[src/rtl/radio_seq_pkg.sv]
package radio_seq_pkg;

    typedef enum logic [3:0] {
        S_PON_OSC, S_PON_WAIT, S_SLEEP, S_WAKE_OSC, S_WAKE_STAB, S_FTN,
        S_TRX_OFF, S_RAMP, S_PLL_ON, S_RX_ON, S_TX_PLL, S_TX_PA,
        S_TX_FRAME, S_TX2RX
    } seq_state_e;

    localparam logic [1:0] CMD_NONE    = 2'd0;
    localparam logic [1:0] CMD_TRX_OFF = 2'd1;
    localparam logic [1:0] CMD_PLL_ON  = 2'd2;
    localparam logic [1:0] CMD_RX_ON   = 2'd3;

    localparam logic [4:0] CODE_P_ON    = 5'h00;
    localparam logic [4:0] CODE_TRX_OFF = 5'h08;
    localparam logic [4:0] CODE_PLL_ON  = 5'h09;
    localparam logic [4:0] CODE_RX_ON   = 5'h06;
    localparam logic [4:0] CODE_BUSY_TX = 5'h02;
    localparam logic [4:0] CODE_SLEEP   = 5'h0F;
    localparam logic [4:0] CODE_TRANS   = 5'h1F;

    localparam int EN_W  = 7;
    localparam int EN_PA = 6;
    localparam int EN_PLL = 5;
    localparam int EN_AREG = 4;
    localparam logic [EN_W-1:0] M_OFF  = 7'h00;
    localparam logic [EN_W-1:0] M_XOSC = 7'h01;
    localparam logic [EN_W-1:0] M_CORE = 7'h07;
    localparam logic [EN_W-1:0] M_TUNE = 7'h0F;
    localparam logic [EN_W-1:0] M_RAMP = 7'h17;
    localparam logic [EN_W-1:0] M_SYN  = 7'h37;
    localparam logic [EN_W-1:0] M_PA   = 7'h77;

    function automatic logic [4:0] code_of(seq_state_e s);
        logic [4:0] c;
        case (s)
            S_PON_OSC, S_PON_WAIT:           c = CODE_P_ON;
            S_SLEEP:                         c = CODE_SLEEP;
            S_TRX_OFF:                       c = CODE_TRX_OFF;
            S_PLL_ON:                        c = CODE_PLL_ON;
            S_RX_ON:                         c = CODE_RX_ON;
            S_TX_PLL, S_TX_PA, S_TX_FRAME:   c = CODE_BUSY_TX;
            default:                         c = CODE_TRANS;
        endcase
        return c;
    endfunction

endpackage

[src/rtl/seq_timer.sv]
module seq_timer #(
    parameter int W       = 9,
    parameter int RST_LEN = 128
) (
    input  logic         clk_i,
    input  logic         por_i,
    input  logic         tick_i,
    input  logic         load_i,
    input  logic [W-1:0] len_i,
    output logic         done_o
);
    logic [W-1:0] cnt_q;

    always_ff @(posedge clk_i or posedge por_i) begin
        if (por_i)
            cnt_q <= W'(RST_LEN);
        else if (load_i)
            cnt_q <= len_i;
        else if (tick_i && cnt_q != '0)
            cnt_q <= cnt_q - W'(1);
    end

    assign done_o = tick_i && (cnt_q == W'(1));

    // an expiring count never wraps to a large value on the next cycle
    p_no_wrap_r4: assert property (@(posedge clk_i) disable iff (por_i)
        (done_o && !load_i) |=> (cnt_q == '0));
endmodule

[src/rtl/seq_edge.sv]
module seq_edge (
    input  logic clk_i,
    input  logic por_i,
    input  logic d_i,
    output logic rise_o
);
    logic d_q;

    always_ff @(posedge clk_i or posedge por_i) begin
        if (por_i) d_q <= 1'b0;
        else       d_q <= d_i;
    end

    assign rise_o = d_i && !d_q;
endmodule

[src/rtl/radio_seq.sv]
module radio_seq
    import radio_seq_pkg::*;
#(
    parameter int T_XOSC  = 128,
    parameter int T_STAB  = 256,
    parameter int T_FTN   = 25,
    parameter int T_AREG  = 16,
    parameter int T_TXPLL = 14,
    parameter int T_PA    = 2,
    parameter int T_FRAME = 100,
    parameter int T_RXPLL = 32
) (
    input  logic            clk_i,
    input  logic            por_i,
    input  logic            tick_i,
    input  logic            rst_n_i,
    input  logic            slp_tr_i,
    input  logic            pll_lock_i,
    input  logic [1:0]      cmd_i,
    output logic [4:0]      state_o,
    output logic [EN_W-1:0] blk_en_o,
    output logic            clk_stable_irq_o,
    output logic            pll_lock_irq_o,
    output logic            tx_start_o
);
    localparam int MAX_A = (T_XOSC > T_STAB) ? T_XOSC : T_STAB;
    localparam int MAX_B = (T_FTN > T_AREG) ? T_FTN : T_AREG;
    localparam int MAX_C = (T_TXPLL > T_PA) ? T_TXPLL : T_PA;
    localparam int MAX_D = (T_FRAME > T_RXPLL) ? T_FRAME : T_RXPLL;
    localparam int MAX_AB = (MAX_A > MAX_B) ? MAX_A : MAX_B;
    localparam int MAX_CD = (MAX_C > MAX_D) ? MAX_C : MAX_D;
    localparam int MAX_L = (MAX_AB > MAX_CD) ? MAX_AB : MAX_CD;
    localparam int TW = $clog2(MAX_L + 1);

    seq_state_e    st, nxt;
    logic          t_done, t_load;
    logic [TW-1:0] t_len;
    logic          slp_rise, lock_rise;
    logic          ramp_rx, rx_pend;
    logic          in_tx;

    function automatic logic [TW-1:0] len_of(seq_state_e s);
        logic [TW-1:0] l;
        case (s)
            S_PON_OSC, S_WAKE_OSC: l = TW'(T_XOSC);
            S_WAKE_STAB:           l = TW'(T_STAB);
            S_FTN:                 l = TW'(T_FTN);
            S_RAMP:                l = TW'(T_AREG);
            S_TX_PLL:              l = TW'(T_TXPLL);
            S_TX_PA:               l = TW'(T_PA);
            S_TX_FRAME:            l = TW'(T_FRAME);
            S_TX2RX:               l = TW'(T_RXPLL);
            default:               l = '0;
        endcase
        return l;
    endfunction

    seq_timer #(.W(TW), .RST_LEN(T_XOSC)) u_timer (
        .clk_i(clk_i), .por_i(por_i), .tick_i(tick_i),
        .load_i(t_load), .len_i(t_len), .done_o(t_done)
    );

    seq_edge u_slp_edge (.clk_i(clk_i), .por_i(por_i), .d_i(slp_tr_i), .rise_o(slp_rise));
    seq_edge u_lock_edge (.clk_i(clk_i), .por_i(por_i), .d_i(pll_lock_i), .rise_o(lock_rise));

    assign in_tx = (st == S_TX_PLL) || (st == S_TX_PA) || (st == S_TX_FRAME);

    // next-state logic
    always_comb begin
        nxt = st;
        if (!rst_n_i) begin
            nxt = S_FTN;
        end else begin
            unique case (st)
                S_PON_OSC:   if (t_done) nxt = S_PON_WAIT;
                S_PON_WAIT:  if (cmd_i == CMD_TRX_OFF) nxt = S_TRX_OFF;
                S_SLEEP:     if (!slp_tr_i) nxt = S_WAKE_OSC;
                S_WAKE_OSC:  if (t_done) nxt = S_WAKE_STAB;
                S_WAKE_STAB: if (t_done) nxt = S_FTN;
                S_FTN:       if (t_done) nxt = S_TRX_OFF;
                S_TRX_OFF: begin
                    if (cmd_i == CMD_PLL_ON || cmd_i == CMD_RX_ON) nxt = S_RAMP;
                    else if (cmd_i == CMD_NONE && slp_tr_i)          nxt = S_SLEEP;
                end
                S_RAMP:      if (t_done) nxt = ramp_rx ? S_RX_ON : S_PLL_ON;
                S_PLL_ON: begin
                    if (cmd_i == CMD_TRX_OFF)     nxt = S_TRX_OFF;
                    else if (cmd_i == CMD_RX_ON)  nxt = S_RX_ON;
                    else if (slp_rise)            nxt = S_TX_PLL;
                end
                S_RX_ON: begin
                    if (cmd_i == CMD_TRX_OFF)     nxt = S_TRX_OFF;
                    else if (cmd_i == CMD_PLL_ON) nxt = S_PLL_ON;
                end
                S_TX_PLL:    if (t_done) nxt = S_TX_PA;
                S_TX_PA:     if (t_done) nxt = S_TX_FRAME;
                S_TX_FRAME:  if (t_done) nxt = (rx_pend || cmd_i == CMD_RX_ON) ? S_TX2RX : S_PLL_ON;
                S_TX2RX:     if (t_done) nxt = S_RX_ON;
            endcase
        end
    end

    assign t_load = (nxt != st) || !rst_n_i;
    assign t_len  = len_of(nxt);

    // state register and sequencing flags
    always_ff @(posedge clk_i or posedge por_i) begin
        if (por_i) begin
            st               <= S_PON_OSC;
            ramp_rx          <= 1'b0;
            rx_pend          <= 1'b0;
            clk_stable_irq_o <= 1'b0;
            pll_lock_irq_o   <= 1'b0;
            tx_start_o       <= 1'b0;
        end else begin
            st <= nxt;
            if (st == S_TRX_OFF && cmd_i == CMD_RX_ON)       ramp_rx <= 1'b1;
            else if (st == S_TRX_OFF && cmd_i == CMD_PLL_ON) ramp_rx <= 1'b0;
            if (st == S_PLL_ON)                    rx_pend <= 1'b0;
            else if (in_tx && cmd_i == CMD_RX_ON)  rx_pend <= 1'b1;
            clk_stable_irq_o <= rst_n_i && t_done && (st == S_PON_OSC || st == S_WAKE_OSC);
            tx_start_o       <= rst_n_i && t_done && (st == S_TX_PA);
            pll_lock_irq_o   <= lock_rise;
        end
    end

    // outputs
    always_comb begin
        state_o = code_of(st);
        unique case (st)
            S_SLEEP:                            blk_en_o = M_OFF;
            S_WAKE_OSC:                         blk_en_o = M_XOSC;
            S_PON_OSC, S_PON_WAIT, S_WAKE_STAB,
            S_TRX_OFF:                          blk_en_o = M_CORE;
            S_FTN:                              blk_en_o = M_TUNE;
            S_RAMP:                             blk_en_o = M_RAMP;
            S_TX_PA, S_TX_FRAME:                blk_en_o = M_PA;
            default:                            blk_en_o = M_SYN;
        endcase
    end

    p_irq_single_r1: assert property (@(posedge clk_i) disable iff (por_i)
        clk_stable_irq_o |=> !clk_stable_irq_o);
    p_sleep_quiet_r3: assert property (@(posedge clk_i) disable iff (por_i)
        (state_o == CODE_SLEEP) |-> (blk_en_o == M_OFF));
    p_pll_after_areg_r5: assert property (@(posedge clk_i) disable iff (por_i)
        blk_en_o[EN_PLL] |-> blk_en_o[EN_AREG]);
    p_rx_preempt_r6: assert property (@(posedge clk_i) disable iff (por_i)
        (st == S_PLL_ON && rst_n_i && cmd_i == CMD_RX_ON) |=> (state_o == CODE_RX_ON));
    p_pa_in_tx_r7: assert property (@(posedge clk_i) disable iff (por_i)
        blk_en_o[EN_PA] |-> (state_o == CODE_BUSY_TX));
    p_strobe_frame_r7: assert property (@(posedge clk_i) disable iff (por_i)
        tx_start_o |-> (st == S_TX_FRAME));
    p_reset_tune_r9: assert property (@(posedge clk_i) disable iff (por_i)
        !rst_n_i |=> (blk_en_o == M_TUNE));
    p_lock_irq_r10: assert property (@(posedge clk_i) disable iff (por_i)
        $rose(pll_lock_i) |=> pll_lock_irq_o);
endmodule

[config.mk]
export PLATFORM = sky130hd
export DESIGN_NAME = radio_seq
export DESIGN_NICKNAME = d
export VERILOG_FILES = /design/src/rtl/radio_seq_pkg.sv /design/src/rtl/seq_timer.sv /design/src/rtl/seq_edge.sv /design/src/rtl/radio_seq.sv
export SDC_FILE = /design/constraint.sdc
export NUM_CORES = 1
export LEC_CHECK = 0
export CORE_UTILIZATION = 35
export CTS_BUF_LIST = sky130_fd_sc_hd__clkbuf_2 sky130_fd_sc_hd__clkbuf_4 sky130_fd_sc_hd__clkbuf_8
export DETAILED_ROUTE_END_ITERATION = 10
export HOLD_SLACK_MARGIN = 0.1
export PLACE_DENSITY = 0.64
export SLEW_MARGIN = 20
export SYNTH_ARGS = -nofsm -noshare
export SYNTH_HDL_FRONTEND = slang
export SYNTH_SLANG_ARGS = --single-unit
[constraint.sdc]
create_clock -name clk_i -period 2.5 [get_ports clk_i]
set_input_delay 0.5 -clock clk_i [delete_from_list [all_inputs] [get_ports clk_i]]
set_output_delay 0.5 -clock clk_i [all_outputs]
set_load 0.005 [all_outputs]
Word level (Yosys, flattened, before mapping)
Memory sizes are Yosys's and may differ from the RTL's. Cells that the tools add are included.

$add $sub $neg: 1. Equality and inequality tests: 18. Muxes and demuxes: 28. Reduce and logical (&&, ||, !) cells: 26.

Operator list (count): $mux W4 (19); $pmux W4 S14 (1); $eq A4 B4 Y1 const B (6); $mux W9 (2); $eq A4 B3 Y1 const B (4); $logic_and A1 B1 Y1 (11); $eq A9 B1 Y1 const B (1); $reduce_bool A9 Y1 (1); $sub A9 B1 Y9 const B (1); $eq A4 B2 Y1 const B (2); $logic_or A1 B1 Y1 (6); $reduce_bool A2 Y1 (3); $mux W1 (5); $eq A2 B2 Y1 const B (2); $eq A4 B1 Y1 const B (1); $logic_not A4 Y1 (1); $ne A4 B4 Y1 (1); $logic_not A1 Y1 (3); $mux W3 (1); $eq A2 B1 Y1 const B (1); $logic_not A2 Y1 (1).

Flip-flop bits (word level): 20. Memory bits (read-only): 336. Input port bits: 8. Output and inout port bits: 15. Memories: 3.

Memory list: (name not given) (depth 16, width 9, read ports 1, clocked after Yosys merged registers in 0, write ports 0, RTL line radio_seq.sv:44) `case (s)`; (name not given) (depth 16, width 7, read ports 1, clocked after Yosys merged registers in 0, write ports 0, RTL line radio_seq.sv:130) `unique case (st)`; (name not given) (depth 16, width 5, read ports 1, clocked after Yosys merged registers in 0, write ports 0, RTL line radio_seq_pkg.sv:36) `case (s)`.

Longest topological paths before layout
Word-level depth: 10. Mapped depth: 12. Gate-level depth less buffers: 12.

By module
From an unflattened synthesis, not the netlist that was laid out.

Cells, all modules: 230. Area total of the unflattened synthesis: 1909.3 µm².

By module, submodules not included: radio_seq (instances 1, cells an instance 143, area each 1116.1 µm², sequential area each 225.2 µm²); seq_timer (instances 1, cells an instance 81, area each 708.2 µm², sequential area each 226.5 µm²); seq_edge (instances 2, cells an instance 3, area each 42.5 µm², sequential area each 25.0 µm²).

Worst setup path after synthesis
Ideal clock, no wire load.

Kind: register to register. From: reg u_timer.cnt_q[6]. To: reg u_timer.cnt_q[0]. Library setup time: 125 ps. Arrival: 2484 ps. Data required time: 2375 ps. Slack: -109 ps. Stages on the path, launching flop included: 8. Buffers on the path: 1. Path through: dfrtp_1 > nor4_4 > and4_4 > buf_6 > mux2i_4 > nor3_2 > a2111oi_4 > mux2_4.

Cells in the longest elaborated chain, start to end: 8.

Ends and longest elaborated chain: start, declared (RTL line seq_timer.sv:12) `logic [W-1:0] cnt_q;`; start signal, assigned (RTL line seq_timer.sv:16) `cnt_q <= W'(RST_LEN);`; start signal, assigned (RTL line seq_timer.sv:18) `cnt_q <= len_i;`; start signal, assigned (RTL line seq_timer.sv:20) `cnt_q <= cnt_q - W'(1);`; branches (longest 8 deep; another with $mem_v2 Z16 W9).

Several ways; the timed one is not identified. A chain may end at the register's enable or synchronous reset.

Worst setup path after layout
From: in slp_tr_i. To: reg u_timer.cnt_q[7].

Cells in the longest elaborated chain, start to end: 9.

Ends and longest elaborated chain: start, declared (RTL line radio_seq.sv:17) `input logic slp_tr_i,`; $logic_and A1 B1 Y1 (RTL line seq_edge.sv:14) `assign rise_o = d_i && !d_q;`; $mux W4 (RTL line radio_seq.sv:89) `else if (slp_rise) nxt = S_TX_PLL;`; $mux W4 (RTL line radio_seq.sv:88) `else if (cmd_i == CMD_RX_ON) nxt = S_RX_ON;`; $mux W4 (RTL line radio_seq.sv:87) `if (cmd_i == CMD_TRX_OFF) nxt = S_TRX_OFF;`; $pmux W4 S14 (*) (RTL line radio_seq.sv:74) `unique case (st)`; $mux W4 (*) (RTL line radio_seq.sv:71) `if (!rst_n_i) begin`; via nxt[1] (RTL line radio_seq.sv:35) `seq_state_e st, nxt;`; branches (longest 3 deep; another with $mem_v2 Z16 W9).

Mark *: on every way through the listed nets, which the timed path passes.

==> flow_metrics.env <==
export IMPL_status="finished, violations left"
export IMPL_violations="setup timing"
export IMPL_cp_top_family="buffers and inverters"
export IMPL_routedWlPerCell_um=14.2
export IMPL_criticalPathCategory="primary input to register"
export IMPL_synth_edf_count=0
export IMPL_port_buffers=22
export IMPL_hold_class="register to register"
export IMPL_cts_made_buffers=3
export IMPL_synth_cell_types=62
export IMPL_cp_max_fo=2
export IMPL_gp_congestion=0.902
export IMPL_critPathLaunch="slp_tr_i"
export IMPL_setup_viol=3
export IMPL_die_h_um=72.7
export IMPL_grt_max_degree=28
export IMPL_ys_top_cells_by_count="dfrtp_1, inv_1, nand2_1"
export IMPL_tns_ns=-0.0780
export IMPL_synthFlopType="dfrtp_1"
export IMPL_synth_most_common_cell="dfrtp_1"
export IMPL_peakVddDrop_mv=0.296
export IMPL_crit_path_end_kind="register"
export IMPL_synth_seq_area_share=0.287
export IMPL_syn_nets=201
export IMPL_drtIter0Drc=81
export IMPL_leakage_uw=0.00123
export IMPL_slew_headroom=0.644
export IMPL_routed_via_count=1693
export IMPL_pwr_density_cell_nw_per_um2=291
export IMPL_drive_gt1_frac=0.408
export IMPL_dp_hpwl_um=3200
export IMPL_postSynth_asyncResetShare=1.00
export IMPL_critPathLaunchType="primary input"
export IMPL_grt_setup_unrepaired="true"
export IMPL_grt_antenna_before_repair=0
export IMPL_cap_violations=0
export IMPL_drt_pass1_iterations=5
export IMPL_core_um2=4750
export IMPL_finalCriticalPeriod_ns=2.55
export IMPL_holdWs_ns=0.396
export IMPL_dieWidth_um=72.7
export IMPL_crit_buf_inv=3
export IMPL_tightest_slew_ns=0.531
export IMPL_met2_wirelength_um=2400
export IMPL_crit_chain="clkdlybuf4s50_1, or3b_4, a2111oi_4, a221o_2, and2_4, inv_4, buf_12, ha_4, nor3_2, mux2_4"
export IMPL_max_freq_mhz=392
export IMPL_synth_seq_cells=20
export IMPL_clkSinkCount=20
export IMPL_synthesis_area_um2=1750
export IMPL_fin_skew_ns=0.00671
export IMPL_antenna_cells=0
export IMPL_crit_path_top_delay_cell="clkdlybuf4s50_1"
export IMPL_ant_nets=0
export IMPL_max_stage_delay_ns=0.46
export IMPL_required_ns=2.70
export IMPL_final_hold_viol_count=0
export IMPL_slew_viol_final=0
export IMPL_track_usage=0.182
export IMPL_yosysWarnings=0
export IMPL_final_util=0.568
export IMPL_overflow=0
export IMPL_cts_tree="yes"
export IMPL_fin_ws_ns=-0.0487
export IMPL_synth_top_cell_area_share=0.272
export IMPL_clk_latency_ns=0.26
export IMPL_syn_to_final_growth_pct=54.3
export IMPL_yosysTopAreaCell="dfrtp_1"
export IMPL_cts_htree_levels=1
export IMPL_nNetsFinal=276
export IMPL_synthCells=186
export IMPL_grt_pass1_wl_um=7400
export IMPL_syn_avg_cell_area_um2=9.41
export IMPL_initial_core_util=0.368
export IMPL_io_pins=23
export IMPL_via_per_inst=5.18
export IMPL_synth_area_leaders="dfrtp_1, mux2i_1, ha_1"
export IMPL_num_rows=25
export IMPL_hold_start="u_lock_edge.d_q"
export IMPL_wl_met1_um=2070
export IMPL_wirelength_um=4640
export IMPL_first_global_vias=1569
export IMPL_path_clk_slew_ns=0.08
export IMPL_critical_path_arrival_ns=2.74
export IMPL_clock_root_buffer="clkbuf_8"
export IMPL_clockBufferDepth=2
export IMPL_fin_crit_sh=1.02
export IMPL_dieArea_um2=5290
export IMPL_r2r_start="u_timer.cnt_q[4]"
export IMPL_drc=0
export IMPL_wl_met3_um=154
export IMPL_top_layer="met4"
[per-layer routing]
layer	GRT usage	up-vias
met5	0	-
met4	0.0305	0
met3	0.0318	8
met2	0.314	49
met1	0.242	807
li1	-	829
[layout by cell type, fill, tap and decap left out, types with 3 or more instances in the layout]
cell type        instances
a211oi_1                 3
nor2_1                   8
inv_1                   13
nor2b_1                  3
nand3_1                  6
ha_1                     4
nand2b_1                 3
mux2_4                   3
dfrtp_1                 18
o21ai_0                  5
mux2i_1                  9
buf_4                   50
xor2_1                   6
a21o_1                   4
buf_12                   4
clkdlybuf4s50_1         18
clkbuf_8                 3
nand2_1                 12
dlygate4sd2_1            3
a21oi_1                  7
ha_4                     3
nor3_1                   3
buf_6                    7
[kinds of logic (layout without fill, tap and decap cells)]
kind of cell	after synthesis	count (layout)	synth area share
adder cells (fa/ha/maj)	7	7	0.0500
AND/OR/NAND/NOR	66	66	0.238
buffers and inverters	29	103	0.0943
flip-flops	20	20	0.287
XOR/XNOR	8	8	0.0400
AO/OA/AOI/OAI	42	42	0.194
multiplexers	14	14	0.0965
[power breakdown]
group          internal (µW)  switching (µW)  leakage (µW)  total (µW)
combinational           67.9            60.0      0.000955         128
clock                    214             108     0.0000357         322
sequential               332            4.67      0.000238         336
[state kept, by name, summed over array words and instances, names as in the netlist]
| register | count |
|---|---|
| ramp_rx | 1 |
| pll_lock_irq_o | 1 |
| rx_pend | 1 |
| clk_stable_irq_o | 1 |
| u_lock_edge.d_q | 1 |
| st | 4 |
| u_timer.cnt_q | 9 |
| u_slp_edge.d_q | 1 |
| tx_start_o | 1 |
[final timing paths]
| check | slack, ns | cells past startpoint | end |
|---|---|---|---|
| min in group asynchronous | 0.56 | 3 | u_timer.cnt_q[6] |
| max reg2reg | -0.02 | 9 | u_timer.cnt_q[7] |
| min | 0.40 | 1 | pll_lock_irq_o |
| min reg2reg | 0.40 | 1 | pll_lock_irq_o |
| max in group asynchronous | 1.68 | 3 | u_timer.cnt_q[7] |
| max | -0.05 | 10 | u_timer.cnt_q[7] |
[area by class of cell]
type                       instances  area (µm²)
timing repair buffer              83         753
sequential                        20         503
clock buffer                       3        41.3
clock inverter                     1        30.0
tap                               67        83.8
fill                             418        2050
inverter                          16        65.1
multi-input combinational        137        1220
[metrics by stage]
step           worst slack, ns  cell area (µm²)  total power [µW]  std cells
2_1_floorplan          -0.0554             1750               400        186
3_3_place_gp            -0.514             2330               456        308
3_5_place_dp            -0.546             2330               458        308
4_1_cts                -0.0695             2620               789        324
5_1_grt                 -0.165             2700               822        327
6_report               -0.0487             2700               786        327
[timing repair]
item,CTS,global route
endpoints found under the setup margin,12,12
buffers inserted,13,5
pin swaps,13,7
resized for setup,29,13
hold buffers,0,0
No activity file was read; power rests on OpenSTA's default activity.
